**config.mk**
```make
export PLATFORM = sky130hd
export DESIGN_NAME = irq_nest_seq
export DESIGN_NICKNAME = d
export VERILOG_FILES = /design/src/rtl/irq_seq_pkg.sv /design/src/rtl/irq_src_bank.sv /design/src/rtl/irq_arbiter.sv /design/src/rtl/irq_frame_stack.sv /design/src/rtl/irq_nest_seq.sv
export SDC_FILE = /design/constraint.sdc
export NUM_CORES = 1
export LEC_CHECK = 0
export BUFFER_PORTS_ARGS = -buffer_cell sky130_fd_sc_hd__buf_2
export CAP_MARGIN = 10
export CORE_MARGIN = 2
export CORE_UTILIZATION = 62
export DETAILED_ROUTE_END_ITERATION = 12
export PLACE_DENSITY = 0.81
export SKIP_LAST_GASP = 1
export SLEW_MARGIN = 5
export SYNTH_ARGS = -nofsm -noshare
export SYNTH_HDL_FRONTEND = slang
export SYNTH_SLANG_ARGS = --single-unit
```
**constraint.sdc**
```tcl
create_clock -name clk -period 19.6 [get_ports clk]
set_input_delay 2.94 -clock clk [delete_from_list [all_inputs] [get_ports clk]]
set_output_delay 2.94 -clock clk [all_outputs]
set_load 0.03 [all_outputs]
```
**src/rtl/irq_seq_pkg.sv**
```systemverilog
package irq_seq_pkg;

  // Sequencer phases
  typedef enum logic [2:0] {
    SQ_THREAD  = 3'd0,  // no handler active
    SQ_STACK   = 3'd1,  // saving a frame
    SQ_RUN     = 3'd2,  // handler executing
    SQ_UNSTACK = 3'd3,  // restoring a frame
    SQ_CHAIN   = 3'd4   // switching handlers without restoring
  } sq_state_e;

endpackage

```
**src/rtl/irq_src_bank.sv**
```systemverilog
// Per-source state: pending, enable, priority, active.
module irq_src_bank #(
  parameter int N_SRC  = 5,
  parameter int PRIO_W = 8,
  parameter int IDX_W  = 3
) (
  input  logic                    clk,
  input  logic                    rst_n,
  input  logic [N_SRC-1:0]        req,
  input  logic                    cfg_we,
  input  logic [IDX_W-1:0]        cfg_idx,
  input  logic [PRIO_W-1:0]       cfg_prio,
  input  logic                    cfg_en,
  input  logic                    take_vld,
  input  logic [IDX_W-1:0]        take_idx,
  input  logic                    drop_vld,
  input  logic [IDX_W-1:0]        drop_idx,
  output logic [N_SRC-1:0]        pend,
  output logic [N_SRC-1:0]        en,
  output logic [N_SRC-1:0]        act,
  output logic [N_SRC*PRIO_W-1:0] prio_flat
);

  for (genvar i = 0; i < N_SRC; i++) begin : g_src
    logic              pend_q;
    logic              en_q;
    logic              act_q;
    logic [PRIO_W-1:0] prio_q;
    logic              hit_take;
    logic              hit_drop;
    logic              hit_cfg;

    assign hit_take = take_vld && (take_idx == IDX_W'(i));
    assign hit_drop = drop_vld && (drop_idx == IDX_W'(i));
    assign hit_cfg  = cfg_we && (cfg_idx == IDX_W'(i));

    always_ff @(posedge clk) begin
      if (!rst_n) begin
        pend_q <= 1'b0;
        en_q   <= 1'b0;
        act_q  <= 1'b0;
        prio_q <= '1;
      end else begin
        pend_q <= (pend_q & ~hit_take) | req[i];
        if (hit_cfg) begin
          en_q   <= cfg_en;
          prio_q <= cfg_prio;
        end
        if (hit_take)      act_q <= 1'b1;
        else if (hit_drop) act_q <= 1'b0;
      end
    end

    assign pend[i] = pend_q;
    assign en[i]   = en_q;
    assign act[i]  = act_q;
    assign prio_flat[i*PRIO_W +: PRIO_W] = prio_q;

    // A disabled pending source is never taken, so it stays pending
    AST_DISABLED_HOLDS: assert property (@(posedge clk) disable iff (!rst_n)
      (pend_q && !en_q) |=> pend_q) else $error("disabled source lost pending");

    // Entry is never granted to a disabled source
    AST_TAKE_ENABLED: assert property (@(posedge clk) disable iff (!rst_n)
      hit_take |-> (en_q && pend_q)) else $error("entry of ineligible source");
  end

endmodule

```
**src/rtl/irq_arbiter.sv**
```systemverilog
// Picks the most urgent eligible source; ties go to the lowest index.
module irq_arbiter #(
  parameter int N_SRC  = 5,
  parameter int PRIO_W = 8,
  parameter int IDX_W  = 3
) (
  input  logic [N_SRC-1:0]        pend,
  input  logic [N_SRC-1:0]        en,
  input  logic [N_SRC*PRIO_W-1:0] prio_flat,
  output logic                    best_vld,
  output logic [IDX_W-1:0]        best_idx,
  output logic [PRIO_W-1:0]       best_prio
);

  always_comb begin
    best_vld  = 1'b0;
    best_idx  = '0;
    best_prio = '1;
    // Strict compare while scanning upward keeps the lowest index on ties
    for (int i = 0; i < N_SRC; i++) begin
      if (pend[i] && en[i] &&
          (!best_vld || (prio_flat[i*PRIO_W +: PRIO_W] < best_prio))) begin
        best_vld  = 1'b1;
        best_idx  = IDX_W'(i);
        best_prio = prio_flat[i*PRIO_W +: PRIO_W];
      end
    end
  end

endmodule

```
**src/rtl/irq_frame_stack.sv**
```systemverilog
// Holds the base priority and handler index of each interrupted context.
module irq_frame_stack #(
  parameter int DEPTH      = 5,
  parameter int BASE_W     = 9,
  parameter int IDX_W      = 3,
  parameter int EMPTY_BASE = 256,
  parameter int LVL_W      = $clog2(DEPTH + 1)
) (
  input  logic              clk,
  input  logic              rst_n,
  input  logic              push,
  input  logic              pop,
  input  logic [BASE_W-1:0] push_base,
  input  logic [IDX_W-1:0]  push_idx,
  output logic [BASE_W-1:0] top_base,
  output logic [IDX_W-1:0]  top_idx,
  output logic [LVL_W-1:0]  level
);

  localparam int AW = (DEPTH > 1) ? $clog2(DEPTH) : 1;

  logic [BASE_W-1:0] base_mem [DEPTH];
  logic [IDX_W-1:0]  idx_mem  [DEPTH];
  logic [AW-1:0]     wr_addr;
  logic [AW-1:0]     rd_addr;

  assign wr_addr = AW'(level);
  assign rd_addr = AW'(level - LVL_W'(1));

  always_ff @(posedge clk) begin
    if (!rst_n)    level <= '0;
    else if (push) level <= level + LVL_W'(1);
    else if (pop)  level <= level - LVL_W'(1);
  end

  always_ff @(posedge clk) begin
    if (push) begin
      base_mem[wr_addr] <= push_base;
      idx_mem[wr_addr]  <= push_idx;
    end
  end

  assign top_base = (level == '0) ? BASE_W'(EMPTY_BASE) : base_mem[rd_addr];
  assign top_idx  = (level == '0) ? '0 : idx_mem[rd_addr];

  AST_NO_OVERFLOW: assert property (@(posedge clk) disable iff (!rst_n)
    push |-> (level < LVL_W'(DEPTH))) else $error("frame stack overflow");

  AST_NO_UNDERFLOW: assert property (@(posedge clk) disable iff (!rst_n)
    pop |-> (level != '0)) else $error("frame stack underflow");

  AST_PUSH_POP_EXCL: assert property (@(posedge clk) disable iff (!rst_n)
    !(push && pop)) else $error("push and pop together");

endmodule

```
**src/rtl/irq_nest_seq.sv**
```systemverilog
// Top: entry/exit sequencer with nesting, tail-chaining and late arrival.
module irq_nest_seq
  import irq_seq_pkg::*;
#(
  parameter int N_SRC       = 5,
  parameter int PRIO_W      = 8,
  parameter int FRAME_WORDS = 8,
  parameter int CHAIN_CYC   = 3,
  parameter int IDX_W       = $clog2(N_SRC),
  parameter int BASE_W      = PRIO_W + 1
) (
  input  logic              clk,
  input  logic              rst_n,
  input  logic [N_SRC-1:0]  irq_req,
  input  logic              cfg_we,
  input  logic [IDX_W-1:0]  cfg_idx,
  input  logic [PRIO_W-1:0] cfg_prio,
  input  logic              cfg_en,
  input  logic              hdl_ret,
  output logic              busy,
  output logic              vec_start,
  output logic [IDX_W-1:0]  vec_idx,
  output logic [BASE_W-1:0] base_prio,
  output logic [N_SRC-1:0]  pend_o,
  output logic [N_SRC-1:0]  act_o
);

  localparam int IDLE_BASE  = 1 << PRIO_W;
  localparam int CNT_TOP    = (FRAME_WORDS > CHAIN_CYC) ? FRAME_WORDS : CHAIN_CYC;
  localparam int CNT_W      = $clog2(CNT_TOP + 1);
  localparam int LVL_W      = $clog2(N_SRC + 1);
  localparam logic [CNT_W-1:0] LAST_WORD  = CNT_W'(FRAME_WORDS - 1);
  localparam logic [CNT_W-1:0] LAST_CHAIN = CNT_W'(CHAIN_CYC - 1);

  sq_state_e          st, st_n;
  logic [CNT_W-1:0]   cnt, cnt_n;
  logic [BASE_W-1:0]  base, base_n;
  logic [IDX_W-1:0]   cur, cur_n;
  logic               vs_q;
  logic [IDX_W-1:0]   vi_q;

  logic [N_SRC-1:0]        pend, en, act;
  logic [N_SRC*PRIO_W-1:0] prio_flat;
  logic                    best_vld;
  logic [IDX_W-1:0]        best_idx;
  logic [PRIO_W-1:0]       best_prio;
  logic                    push, pop, take, drop;
  logic [BASE_W-1:0]       top_base;
  logic [IDX_W-1:0]        top_idx;
  logic [LVL_W-1:0]        level;
  logic                    beats_base, beats_top;

  irq_src_bank #(.N_SRC(N_SRC), .PRIO_W(PRIO_W), .IDX_W(IDX_W)) u_bank (
    .clk(clk), .rst_n(rst_n), .req(irq_req),
    .cfg_we(cfg_we), .cfg_idx(cfg_idx), .cfg_prio(cfg_prio), .cfg_en(cfg_en),
    .take_vld(take), .take_idx(best_idx), .drop_vld(drop), .drop_idx(cur),
    .pend(pend), .en(en), .act(act), .prio_flat(prio_flat)
  );

  irq_arbiter #(.N_SRC(N_SRC), .PRIO_W(PRIO_W), .IDX_W(IDX_W)) u_arb (
    .pend(pend), .en(en), .prio_flat(prio_flat),
    .best_vld(best_vld), .best_idx(best_idx), .best_prio(best_prio)
  );

  irq_frame_stack #(.DEPTH(N_SRC), .BASE_W(BASE_W), .IDX_W(IDX_W),
                    .EMPTY_BASE(IDLE_BASE), .LVL_W(LVL_W)) u_frames (
    .clk(clk), .rst_n(rst_n), .push(push), .pop(pop),
    .push_base(base), .push_idx(cur),
    .top_base(top_base), .top_idx(top_idx), .level(level)
  );

  // Urgency tests against the running level and against the level a return goes to
  assign beats_base = best_vld && ({1'b0, best_prio} < base);
  assign beats_top  = best_vld && ({1'b0, best_prio} < top_base);

  always_comb begin
    st_n   = st;
    cnt_n  = cnt;
    base_n = base;
    cur_n  = cur;
    push   = 1'b0;
    pop    = 1'b0;
    take   = 1'b0;
    drop   = 1'b0;
    unique case (st)
      SQ_THREAD: begin
        if (beats_base) begin
          st_n  = SQ_STACK;
          cnt_n = '0;
          push  = 1'b1;
        end
      end
      SQ_STACK: begin
        if (cnt == LAST_WORD) begin
          // Late arrival: the winner is chosen only now
          if (beats_base) begin
            take = 1'b1;
            st_n = SQ_RUN;
          end else begin
            st_n  = SQ_UNSTACK;
            cnt_n = '0;
          end
        end else begin
          cnt_n = cnt + CNT_W'(1);
        end
      end
      SQ_RUN: begin
        if (hdl_ret) begin
          drop  = 1'b1;
          cnt_n = '0;
          st_n  = beats_top ? SQ_CHAIN : SQ_UNSTACK;
        end else if (beats_base) begin
          st_n  = SQ_STACK;
          cnt_n = '0;
          push  = 1'b1;
        end
      end
      SQ_CHAIN: begin
        if (cnt == LAST_CHAIN) begin
          if (beats_top) begin
            take = 1'b1;
            st_n = SQ_RUN;
          end else begin
            st_n  = SQ_UNSTACK;
            cnt_n = '0;
          end
        end else begin
          cnt_n = cnt + CNT_W'(1);
        end
      end
      SQ_UNSTACK: begin
        if (cnt == LAST_WORD) begin
          pop    = 1'b1;
          base_n = top_base;
          cur_n  = top_idx;
          st_n   = (level == LVL_W'(1)) ? SQ_THREAD : SQ_RUN;
        end else begin
          cnt_n = cnt + CNT_W'(1);
        end
      end
      default: st_n = SQ_THREAD;
    endcase
    if (take) begin
      base_n = {1'b0, best_prio};
      cur_n  = best_idx;
    end
  end

  always_ff @(posedge clk) begin
    if (!rst_n) begin
      st   <= SQ_THREAD;
      cnt  <= '0;
      base <= BASE_W'(IDLE_BASE);
      cur  <= '0;
      vs_q <= 1'b0;
      vi_q <= '0;
    end else begin
      st   <= st_n;
      cnt  <= cnt_n;
      base <= base_n;
      cur  <= cur_n;
      vs_q <= take;
      if (take) vi_q <= best_idx;
    end
  end

  assign busy      = (st == SQ_STACK) || (st == SQ_UNSTACK);
  assign vec_start = vs_q;
  assign vec_idx   = vi_q;
  assign base_prio = base;
  assign pend_o    = pend;
  assign act_o     = act;

  AST_IDLE_BASE: assert property (@(posedge clk) disable iff (!rst_n)
    (st == SQ_THREAD) |-> (base == BASE_W'(IDLE_BASE))) else $error("idle base wrong");

  AST_ENTRY_URGENT: assert property (@(posedge clk) disable iff (!rst_n)
    vs_q |-> (base < top_base)) else $error("entry not more urgent than saved level");

  AST_VEC_ACTIVE: assert property (@(posedge clk) disable iff (!rst_n)
    vs_q |-> act[vi_q]) else $error("vectored source not active");

  AST_RUN_DEPTH: assert property (@(posedge clk) disable iff (!rst_n)
    (st == SQ_RUN) |-> ($countones(act) == int'(level))) else $error("active count vs frames");

  AST_CHAIN_SHORT: assert property (@(posedge clk) disable iff (!rst_n)
    (st == SQ_CHAIN) |-> (cnt < CNT_W'(CHAIN_CYC))) else $error("chain too long");

  AST_BUSY_LEN: assert property (@(posedge clk) disable iff (!rst_n)
    $fell(busy) |-> ($past(cnt) == LAST_WORD)) else $error("busy run not full frame");

endmodule

```
==> flow_summary.toml <==
[worst_hold_path]
hold_class = "flip-flop to flip-flop"

[layout]
utilization = 0.696
synthToLayoutAreaGrowth_pct = 10.9
nNetsFinal = 861
insertedDiodeCount = 0
final_cells = 958
layout-drive-gt1-share = 0.150
final_area_mm2 = 0.00826

[setup_path]
r2r_end = "u_frames.base_mem[2][7]$_DFFE_PP_"
crit_fanout = 24
critical_path_class = "flip-flop to flip-flop"
endpoint_kind = "flip-flop"
crit-reg2reg-launch = "u_bank.g_src[0].pend_q$_SDFF_PN0_"
required_ns = 19.73
r2r_slack_ns = 7.67
r2r_cells = 49
max_stage_delay_ns = 0.61
crit_top_cell = "a21oi_1"
worstSetupStartpointType = "flip-flop"
crit_start = "u_bank.g_src[0].pend_q$_SDFF_PN0_"
worst_path_max_delay_cell = "a21oi_1"
worstPathArrival_ns = 12.06
endpoint = "u_frames.base_mem[2][7]$_DFFE_PP_"

[clocking]
hold_buffers = 0
clk_pin_slew_worst_paths_ns = 0.06
numCtsBuffers = 17
clk_latency_ns = 0.43
clockRootBuffer = "clkbuf_16"
postCtsSetupRepairBufs = 0
cts_resized = 0
clkSinkCount = 141
cts_tree = "done"
htreeDepth = 4
clockBufferDepth = 2

[sta]
setup_tns_ns = 0
slew_violations = 0
rsz0062_at_grt = "false"
tightest_slew_ns = 1.10
clock_skew_ns = 0.00902
relSlewSlack = 0.267
setup_viol = 0
layout_min_cycle_time_ns = 11.93
hold_viol = 0
finalCritPeriodShare = 0.609
max_freq_mhz = 83.8

[placement]
hpwl_mm = 13.4
place_area_mm2 = 0.00770
place_congestion = 0.961
io_buffer_count = 44
dp.cells = 926

[pwr]
power.total_mw = 0.685
p_per_area_mw_per_mm2 = 83.0
peakVddDrop_mv = 0.0595
leakagePower_nw = 3.29

[yosys]
ys_types = 72
syn-num-nets = 834
ys.flop_type = "dfxtp_1"
synth_edf_count = 60
seq_area_frac_synth = 0.460
synth_cells = 771
netlist_area_mm2 = 0.00745
synthArstFlopShare = 0
ys_ff_latch = 141
yosysWarningCount = 0
synth.avg_cell_area_um2 = 9.66

[grt]
grt.overflow.total = 0
grt_pass1_wl_mm = 30.1
grt_pass1_vias = 6076
grt_max_degree = 65
grt_antenna_before_repair = 0
track_usage = 0.303

[drt]
wire_per_inst_um = 19.4
first_pass_iters = 5
remaining_drc_errors = 0
wl_mm = 18.6
drtIter0Drc = 420
antenna_left = 0
num_vias = 6076
avgViaCountPerCell = 6.34

[floorplan]
die_area_mm2 = 0.0129
row_count = 40
die_w_um = 114
die_h_um = 114
start_util = 0.628
pin_count = 45
core_mm2 = 0.0119

[run_status]
status = "completed"

[run]
maxCapViolCount = 0
==> synth_stat cells, types with 11 or more instances <==
library cell,count,area [um^2]
nand2_1,121,454
dfxtp_1,81,1620
edfxtp_1,60,1800
nor2_1,58,218
nand3_1,53,265
ha_1,42,526
a21oi_1,40,200
inv_1,30,113
clkbuf_1,27,101
o21ai_0,25,125
mux2i_1,15,150
o21a_1,14,105
a21o_1,13,97.6
o211ai_1,13,97.6
mux4_2,12,270
buf_4,11,82.6
nand2b_1,11,68.8
==> placed cells by master (no fill, tap or decap), types with 9 or more instances in the layout <==
master and count:
nand2_1 121, dfxtp_1 81, edfxtp_1 60, nor2_1 58, nand3_1 53, buf_2 44
ha_1 42, a21oi_1 40, inv_1 30, o21ai_0 25, clkbuf_16 17, mux2i_1 15
o21a_1 14, a21o_1 13, o211ai_1 13, mux4_2 12, nand2b_1 11, nor3_1 9
==> cell families after synthesis <==
logic type | share of synthesized area
buffers and inverters | 0.0437
muxes | 0.0706
and+or+nand+nor | 0.189
AOI/OAI and AO/OA | 0.162
DFF | 0.460
adders and majority gates | 0.0749
==> through the flow <==
stage                     setup slack (ns)  hold WS (ns)
final                                 7.67         0.456
after detailed placement              7.85         0.447
after CTS                             7.82         0.457
after global routing                  6.64         0.494
after global placement                8.28         0.445
after floorplan                       8.38         0.437
==> worst min path at each step <==
stage | to | depth (start not counted) | slack (ns) | start
floorplan | u_bank.g_src[1].en_q$_SDFFE_PN0P_ | 2 | 0.44 | u_bank.g_src[1].en_q$_SDFFE_PN0P_
global placement | vec_idx[1]$_SDFFE_PN0P_ | 2 | 0.44 | vec_idx[1]$_SDFFE_PN0P_
detailed placement | vec_idx[1]$_SDFFE_PN0P_ | 2 | 0.45 | vec_idx[1]$_SDFFE_PN0P_
CTS | vec_idx[1]$_SDFFE_PN0P_ | 2 | 0.46 | vec_idx[1]$_SDFFE_PN0P_
global route | u_bank.g_src[0].act_q$_SDFFE_PN0P_ | 2 | 0.49 | u_bank.g_src[0].act_q$_SDFFE_PN0P_
finish | vec_idx[1]$_SDFFE_PN0P_ | 2 | 0.46 | vec_idx[1]$_SDFFE_PN0P_
==> sequential cells by signal, indices dropped and copies added (netlist names) <==
name / cells
st: 3
base_prio: 9
u_frames.base_mem: 45
vec_start: 1
u_bank.g_src.en_q: 5
u_bank.g_src.act_q: 5
u_frames.level: 3
cnt: 4
cur: 3
u_frames.idx_mem: 15
u_bank.g_src.pend_q: 5
vec_idx: 3
u_bank.g_src.prio_q: 40
==> power by group <==
| group | internal [mW] | switching (mW) |
|---|---|---|
| Combinational | 0.0214 | 0.0367 |
| Sequential | 0.311 | 0.00807 |
| Clock | 0.176 | 0.132 |
==> worst max-delay path: cells and delay by family (launching register included) <==
family / cells / cell delay [ns]
buf+inv: 2 / 0.38
fa+ha+maj: 5 / 1.55
mux: 2 / 0.55
simple gates: 14 / 3.22
flops: 1 / 0.36
compound gates: 26 / 5.54
==> final cells by class <==
type,count,area [um^2]
well taps,147,184
repair buffers,51,273
fillers,891,3600
clock buffers,17,425
clock inverters,15,139
flip-flops and latches,141,3420
inverters,30,113
multi-input cells,557,3700
==> layer usage <==
metal | GRT usage | share of wire | vias to the layer above
met5 | 0 | 0 | -
met4 | 0.197 | 0.055 | 0
met3 | 0.0521 | 0.049 | 70
met2 | 0.512 | 0.49 | 220
met1 | 0.357 | 0.40 | 2914
li1 | - | - | 2872
(Power assumes the default switching activity.)
